**src/rtl/rxdma_pkg.sv**
```systemverilog
package rxdma_pkg;
  // Action carried by a pending word write, applied on its grant.
  typedef enum logic [1:0] {
    ACT_NONE   = 2'd0,
    ACT_CLOSE  = 2'd1,
    ACT_SWITCH = 2'd2
  } act_e;
endpackage

```
**src/rtl/rxdma_desc.sv**
```systemverilog
module rxdma_desc #(
  parameter int AW = 16,
  parameter int LW = 12
) (
  input  logic          clk,
  input  logic          rst_n,
  input  logic          wr,
  input  logic [AW-1:0] base_in,
  input  logic [LW-1:0] len_in,
  input  logic          close,
  input  logic          drop,
  input  logic [LW-1:0] cnt_in,
  output logic [AW-1:0] base,
  output logic [LW:0]   size,
  output logic          ready,
  output logic          done,
  output logic [LW-1:0] flen
);
  logic [LW-1:0] len_q;

  // A stored size of 0 stands for the full 2**LW bytes.
  assign size = (len_q == '0) ? (LW+1)'(1 << LW) : {1'b0, len_q};

  always_ff @(posedge clk or negedge rst_n) begin
    if (!rst_n) begin
      base  <= '0;
      len_q <= '0;
      ready <= 1'b0;
      done  <= 1'b0;
      flen  <= '0;
    end else if (close || drop) begin
      ready <= 1'b0;
      done  <= close;
      flen  <= cnt_in;
    end else if (wr) begin
      base  <= base_in;
      len_q <= len_in;
      ready <= 1'b1;
      done  <= 1'b0;
    end
  end

  a_r6_close_marks_done: assert property (@(posedge clk) disable iff (!rst_n)
    close |=> done && !ready);
  a_r7_overrun_releases: assert property (@(posedge clk) disable iff (!rst_n)
    drop && !close |=> !done && !ready);
endmodule

```
**src/rtl/rxdma_engine.sv**
```systemverilog
module rxdma_engine
  import rxdma_pkg::*;
#(
  parameter int AW = 16,
  parameter int LW = 12,
  parameter int BW = 8
) (
  input  logic                 clk,
  input  logic                 rst_n,
  input  logic                 rx_en_set,
  output logic                 rx_en,
  input  logic                 in_valid,
  output logic                 in_ready,
  input  logic [BW-1:0]        in_data,
  input  logic                 in_last,
  output logic                 bus_req,
  input  logic                 bus_gnt,
  output logic [AW-1:0]        bus_addr,
  output logic [2*BW-1:0]      bus_data,
  output logic [1:0]           bus_be,
  input  logic [1:0][AW-1:0]   d_base,
  input  logic [1:0][LW:0]     d_size,
  input  logic [1:0]           d_ready,
  output logic [1:0]           d_close,
  output logic [1:0]           d_drop,
  output logic [LW-1:0]        d_count,
  output logic [1:0]           irq_done,
  output logic [1:0]           irq_bovf,
  output logic                 irq_fovr
);
  logic          active;
  logic          cur;
  logic [LW:0]   cnt;
  logic [BW-1:0] hold;
  act_e          act_q;

  logic          tgt, tgt_ok, odd, full, emit, take, fin;
  logic [LW:0]   ofs, nxt;
  logic [AW-1:0] waddr;

  // Buffer choice and position of the byte offered now.
  always_comb begin
    tgt    = active ? cur : ~d_ready[0];
    tgt_ok = active | d_ready[0] | d_ready[1];
    ofs    = active ? cnt : '0;
    nxt    = ofs + 1'b1;
    odd    = ofs[0];
    full   = (nxt == d_size[tgt]);
    emit   = odd | in_last | full;
    waddr  = {d_base[tgt][AW-1:1], 1'b0} + AW'({ofs[LW:1], 1'b0});
  end

  assign in_ready = ~bus_req;
  assign take     = in_valid & in_ready & rx_en;
  assign fin      = bus_req & bus_gnt;
  assign d_count  = cnt[LW-1:0];

  always_comb begin
    for (int i = 0; i < 2; i++) begin
      d_close[i] = fin && (act_q == ACT_CLOSE)  && (cur == 1'(i));
      d_drop[i]  = fin && (act_q == ACT_SWITCH) && (cur == 1'(i));
    end
  end

  always_ff @(posedge clk or negedge rst_n) begin
    if (!rst_n) begin
      rx_en    <= 1'b0;
      active   <= 1'b0;
      cur      <= 1'b0;
      cnt      <= '0;
      hold     <= '0;
      bus_req  <= 1'b0;
      bus_addr <= '0;
      bus_data <= '0;
      bus_be   <= '0;
      act_q    <= ACT_NONE;
      irq_done <= '0;
      irq_bovf <= '0;
      irq_fovr <= 1'b0;
    end else begin
      irq_done <= '0;
      irq_bovf <= '0;
      irq_fovr <= 1'b0;
      if (rx_en_set && (d_ready != 2'b00)) rx_en <= 1'b1;
      if (take) begin
        if (!tgt_ok) begin
          rx_en    <= 1'b0;
          irq_fovr <= 1'b1;
        end else begin
          active <= 1'b1;
          cur    <= tgt;
          cnt    <= nxt;
          if (!odd) hold <= in_data;
          if (emit) begin
            bus_req  <= 1'b1;
            bus_addr <= waddr;
            bus_data <= odd ? {hold, in_data} : {in_data, {BW{1'b0}}};
            bus_be   <= odd ? 2'b11 : 2'b10;
            act_q    <= in_last ? ACT_CLOSE : (full ? ACT_SWITCH : ACT_NONE);
          end
        end
      end
      if (fin) begin
        bus_req <= 1'b0;
        if (act_q == ACT_CLOSE) begin
          irq_done[cur] <= 1'b1;
          active        <= 1'b0;
          cnt           <= '0;
        end else if (act_q == ACT_SWITCH) begin
          irq_bovf[cur] <= 1'b1;
          cnt           <= '0;
          if (d_ready[~cur]) begin
            cur <= ~cur;
          end else begin
            active   <= 1'b0;
            rx_en    <= 1'b0;
            irq_fovr <= 1'b1;
          end
        end
      end
    end
  end

  a_r9_hold_until_grant: assert property (@(posedge clk) disable iff (!rst_n)
    bus_req && !bus_gnt |=> bus_req && $stable(bus_addr) && $stable(bus_data) && $stable(bus_be));
  a_r4_no_overflow: assert property (@(posedge clk) disable iff (!rst_n)
    take && tgt_ok |-> ofs < d_size[tgt]);
  a_r8_fovr_disables: assert property (@(posedge clk) disable iff (!rst_n)
    irq_fovr |-> !rx_en);
  a_r2_enable_needs_buffer: assert property (@(posedge clk) disable iff (!rst_n)
    $rose(rx_en) |-> $past(d_ready != 2'b00));
  a_r5_a_first: assert property (@(posedge clk) disable iff (!rst_n)
    take && !active && d_ready[0] |=> cur == 1'b0);
endmodule

```
**src/rtl/rx_pingpong_dma.sv**
```systemverilog
module rx_pingpong_dma #(
  parameter int AW = 16,
  parameter int LW = 12,
  parameter int BW = 8
) (
  input  logic            clk,
  input  logic            rst_n,
  input  logic            rx_en_set,
  output logic            rx_en,
  input  logic            desc_wr,
  input  logic            desc_sel,
  input  logic [AW-1:0]   desc_base,
  input  logic [LW-1:0]   desc_len,
  input  logic            in_valid,
  output logic            in_ready,
  input  logic [BW-1:0]   in_data,
  input  logic            in_last,
  output logic            bus_req,
  input  logic            bus_gnt,
  output logic [AW-1:0]   bus_addr,
  output logic [2*BW-1:0] bus_data,
  output logic [1:0]      bus_be,
  output logic [1:0]      buf_ready,
  output logic [1:0]      buf_done,
  output logic [LW-1:0]   flen_a,
  output logic [LW-1:0]   flen_b,
  output logic [1:0]      irq_done,
  output logic [1:0]      irq_bovf,
  output logic            irq_fovr
);
  localparam int NB = 2;

  logic [NB-1:0][AW-1:0] d_base;
  logic [NB-1:0][LW:0]   d_size;
  logic [NB-1:0]         d_close, d_drop;
  logic [NB-1:0][LW-1:0] d_flen;
  logic [LW-1:0]         d_count;

  for (genvar i = 0; i < NB; i++) begin : g_desc
    rxdma_desc #(.AW(AW), .LW(LW)) u_desc (
      .clk     (clk),
      .rst_n   (rst_n),
      .wr      (desc_wr && (desc_sel == 1'(i))),
      .base_in (desc_base),
      .len_in  (desc_len),
      .close   (d_close[i]),
      .drop    (d_drop[i]),
      .cnt_in  (d_count),
      .base    (d_base[i]),
      .size    (d_size[i]),
      .ready   (buf_ready[i]),
      .done    (buf_done[i]),
      .flen    (d_flen[i])
    );
  end

  assign flen_a = d_flen[0];
  assign flen_b = d_flen[1];

  rxdma_engine #(.AW(AW), .LW(LW), .BW(BW)) u_engine (
    .clk       (clk),
    .rst_n     (rst_n),
    .rx_en_set (rx_en_set),
    .rx_en     (rx_en),
    .in_valid  (in_valid),
    .in_ready  (in_ready),
    .in_data   (in_data),
    .in_last   (in_last),
    .bus_req   (bus_req),
    .bus_gnt   (bus_gnt),
    .bus_addr  (bus_addr),
    .bus_data  (bus_data),
    .bus_be    (bus_be),
    .d_base    (d_base),
    .d_size    (d_size),
    .d_ready   (buf_ready),
    .d_close   (d_close),
    .d_drop    (d_drop),
    .d_count   (d_count),
    .irq_done  (irq_done),
    .irq_bovf  (irq_bovf),
    .irq_fovr  (irq_fovr)
  );
endmodule

```
**config.mk**
```make
export PLATFORM = sky130hd
export DESIGN_NAME = rx_pingpong_dma
export DESIGN_NICKNAME = d
export VERILOG_FILES = /design/src/rtl/rxdma_pkg.sv /design/src/rtl/rxdma_desc.sv /design/src/rtl/rxdma_engine.sv /design/src/rtl/rx_pingpong_dma.sv
export SDC_FILE = /design/constraint.sdc
export NUM_CORES = 1
export LEC_CHECK = 0
export ABC_AREA = 1
export ABC_CLOCK_PERIOD_IN_PS = 3000
export BUFFER_PORTS_ARGS = -buffer_cell sky130_fd_sc_hd__buf_2
export CORE_MARGIN = 1
export CORE_UTILIZATION = 45
export CTS_CLUSTER_DIAMETER = 30
export CTS_CLUSTER_SIZE = 8
export DETAILED_ROUTE_END_ITERATION = 16
export PLACE_DENSITY = 0.73
export SYNTH_ARGS = -nofsm -noshare
export SYNTH_HDL_FRONTEND = slang
export SYNTH_SLANG_ARGS = --single-unit
```
**constraint.sdc**
```tcl
create_clock -name clk -period 3 [get_ports clk]
set_clock_uncertainty 0.1 [all_clocks]
set_input_delay 0.45 -clock clk [delete_from_list [all_inputs] [get_ports clk]]
set_output_delay 0.45 -clock clk [all_outputs]
set_load 0.05 [all_outputs]
```
==> run metrics <==
Max FO, Critical Path=16; Seq pwr share=26.7%; Max rail drop VDD=0.572 mV; M3 GR Usage=3.97%; Setup Buffers After CTS=0; Fin Setup TNS=0 ns; Synth warnings=0; Sw Share=48.3%; unrepaired setup endpoints after global routing=true; internal power=6000 uW; post-synth top area share=48.7%; PortBufs=111; met1 usage=30.9%; worst slack, placed=0.211 ns; max cap viols=0; initial antenna violation count=0; syn avg cell area=7.71 sq um; worst setup margin=0.195 ns; Final nets=1,150; clock period minus worst slack=2.80 ns; drt first-iter violations=482; number of global-route vias before repair=5,939; via count=6,578; simple-gate portion of the synthesized area=26.0%; hpwl dp=12,800 um; Tcrit/Tclk final=93.5%; die width=132 um; Layout area overhead=19.5%; Yosys reg bits=147; cell taking the most area after synthesis=dfrtp_1; cell count after synthesis=979; ANT nets after route=0; clock power share=20.4%; clock sinks=147; Final Util=55.9%; clock-pin slew of the registers on the worst-case setup and hold paths=0.06 ns; Initial Utilization=46.8%; Clock Tree Root=clkbuf_16; Hold Path Class=input pin to flop; Via density=4.98; share of layout cells above drive strength 1=16.9%; Core Area=16,100 sq um; std cell rows=46; post-synthesis compound-gate area fraction=10.4%; ANT cells=0; most frequent cells in the layout=nand2_1, dfrtp_1, inv_1; I/O pin cnt=114; Post-DP Area=8330 sq um; CTS buffer count=17; Async SR Flop Fraction=100%; Seq/Total Area, Yosys=48.7%; DRC=0; routed len/inst=13.4 um; Startpoint Class=flop; Slew HR=49.1%; CP arrival=3.02 ns; Max Slew Vio Count=0; post-synthesis adder-cell area fraction=2.42%; XOR/XNOR Fraction of Synth Area=1.86%; routability cong.=0.960; Comb pwr share=53.0%; most used routing layer=met2; cells taking the most area after synthesis=dfrtp_1, nand2_1, o21ai_0; Distinct cells, synth=40; fin area=9020 sq um; Worst Setup End Kind=flop; Peak Freq=0.357 GHz; DR pass1 iterations=5; Worst Path Class, Setup=flop to flop; CTS max path bufs=2; Worst Max-Slew Pin Slew=0.761 ns; Final Hold Fails=0; largest net degree at the start of global routing=63; mux contribution to synthesized area=1.44%; number of synthesized flops with an enable pin=0; WHS=0.145 ns; CTS H-Tree Depth=4; first-pass GRT wire length=29,500 um; Psw=5600 uW; Req. time, crit path=3.22 ns; Post-Route WL=17,700 um; die area=17,300 sq um; most common cell after layout, fill and taps aside=nand2_1; largest family of logic cells by synthesized area=simple AND/OR/NAND/NOR gates; Cell Pwr Density=1290 nW/um^2; CTS tree=yes; gr usage total=21.5%; M2 GR Usage=32.0%; total gr overflow=0; die height=132 um; Syn Nets=1,037; status=complete, no violations; Syn Std Cell Area=7550 sq um; Setup violations, final=0; Top FF cell, synth=dfrtp_1; leakage power=0.00501 uW; later-pin clock latency in the skew report=0.42 ns
-- cell type report --
type / count / area (sq um)
fill: 1532 / 7100
sequential: 147 / 3680
multi-input combinational: 668 / 3190
timing repair buffer: 132 / 738
inverter: 126 / 473
clock buffer: 18 / 439
tap: 216 / 270
clock inverter: 14 / 223
-- metal layers --
layer	share of wire, %	vias to the layer above
met1	48	3019
li1	-	3324
met4	2.0	0
met2	44	206
met3	5.9	29
met5	0	-
-- final timing paths --
path | slack (ns) | endpoint | start | cells past startpoint
max | 0.20 | u_engine.bus_addr[15] | g_desc[0].u_desc.ready | 16
min | 0.15 | u_engine.bus_data[7] | in_data[7] | 3
max reg2reg | 0.20 | u_engine.bus_addr[15] | g_desc[0].u_desc.ready | 16
min reg2reg | 0.37 | u_engine.bus_data[8] | u_engine.bus_data[8] | 2
max in group asynchronous | 1.57 | g_desc[0].u_desc.base[11] | rst_n | 3
min in group asynchronous | 0.48 | g_desc[1].u_desc.len_q[4] | rst_n | 2
-- worst max-delay path, cell delays in order (launching register included) --
cell and delay (ns):
dfrtp_1 0.43, inv_1 0.08, nand2_1 0.09, nand2_1 0.13, buf_4 0.24, nand2_1 0.07, nand2_1 0.10, ha_1 0.39
nand2_1 0.08, o21ai_1 0.18, buf_4 0.16, nand4_1 0.12, nand4_1 0.17, nand2_1 0.08, xor2_1 0.14, nand3_1 0.09
nand2_1 0.05
-- synthesized netlist by cell type (2+ instances only) --
library cell / instances
nand2_1: 345
dfrtp_1: 147
inv_1: 122
o21ai_0: 104
nand3_1: 61
nor2_1: 45
a21oi_1: 27
clkbuf_1: 22
ha_1: 13
xor2_1: 11
nand4_1: 8
buf_4: 7
mux2_2: 7
o21ai_1: 6
buf_6: 5
xnor2_1: 5
nor2_2: 4
buf_2: 3
clkinv_1: 3
mux2i_1: 3
nand2_2: 3
nand3b_1: 3
o211ai_1: 3
a31o_2: 2
nand3_2: 2
nor2_4: 2
nor3_1: 2
o21bai_1: 2
-- registers in the layout (all words and copies together) (netlist names) --
register	count
u_engine.active	1
u_engine.rx_en	1
u_engine.bus_addr	15
g_desc.u_desc.flen	24
u_engine.irq_fovr	1
u_engine.act_q	2
u_engine.cnt	13
g_desc.u_desc.ready	2
u_engine.bus_req	1
u_engine.irq_done	2
g_desc.u_desc.len_q	24
u_engine.cur	1
g_desc.u_desc.base	30
g_desc.u_desc.done	2
u_engine.hold	8
u_engine.bus_be	2
u_engine.irq_bovf	2
u_engine.bus_data	16
-- power groups by stage --
stage               Clock (uW)  Combinational, uW  Sequential, uW
floorplan                    0               3450            4280
global route              2490               6770            3180
global placement             0               5980            3100
CTS                       2410               6110            3090
finish                    2360               6140            3090
detailed placement           0               6070            3110
-- stage by stage --
step | std cells | power, uW
floorplan | 979 | 7730
global placement | 1288 | 9080
detailed placement | 1288 | 9190
CTS | 1321 | 11600
global route | 1321 | 12400
finish | 1321 | 11600
-- timing repair --
action,4_1_cts,5_1_grt
endpoints found under the setup margin,0,34
gates resized for setup,0,3
endpoints found under the hold margin,59,0
hold buffers,1,0
-- kinds of logic (layout without fill, tap and decap cells) --
| family | count (synthesis) | in the layout |
|---|---|---|
| adders and majority gates | 14 | 14 |
| xor gates and xnor gates | 16 | 16 |
| buffers and inverters | 164 | 290 |
| DFF | 147 | 147 |
| AOI/OAI and AO/OA | 149 | 149 |
| and+or+nand+nor | 478 | 478 |
| muxes | 10 | 10 |
| other | 1 | 1 |
Note: power is estimated with default switching activity, not from simulation.
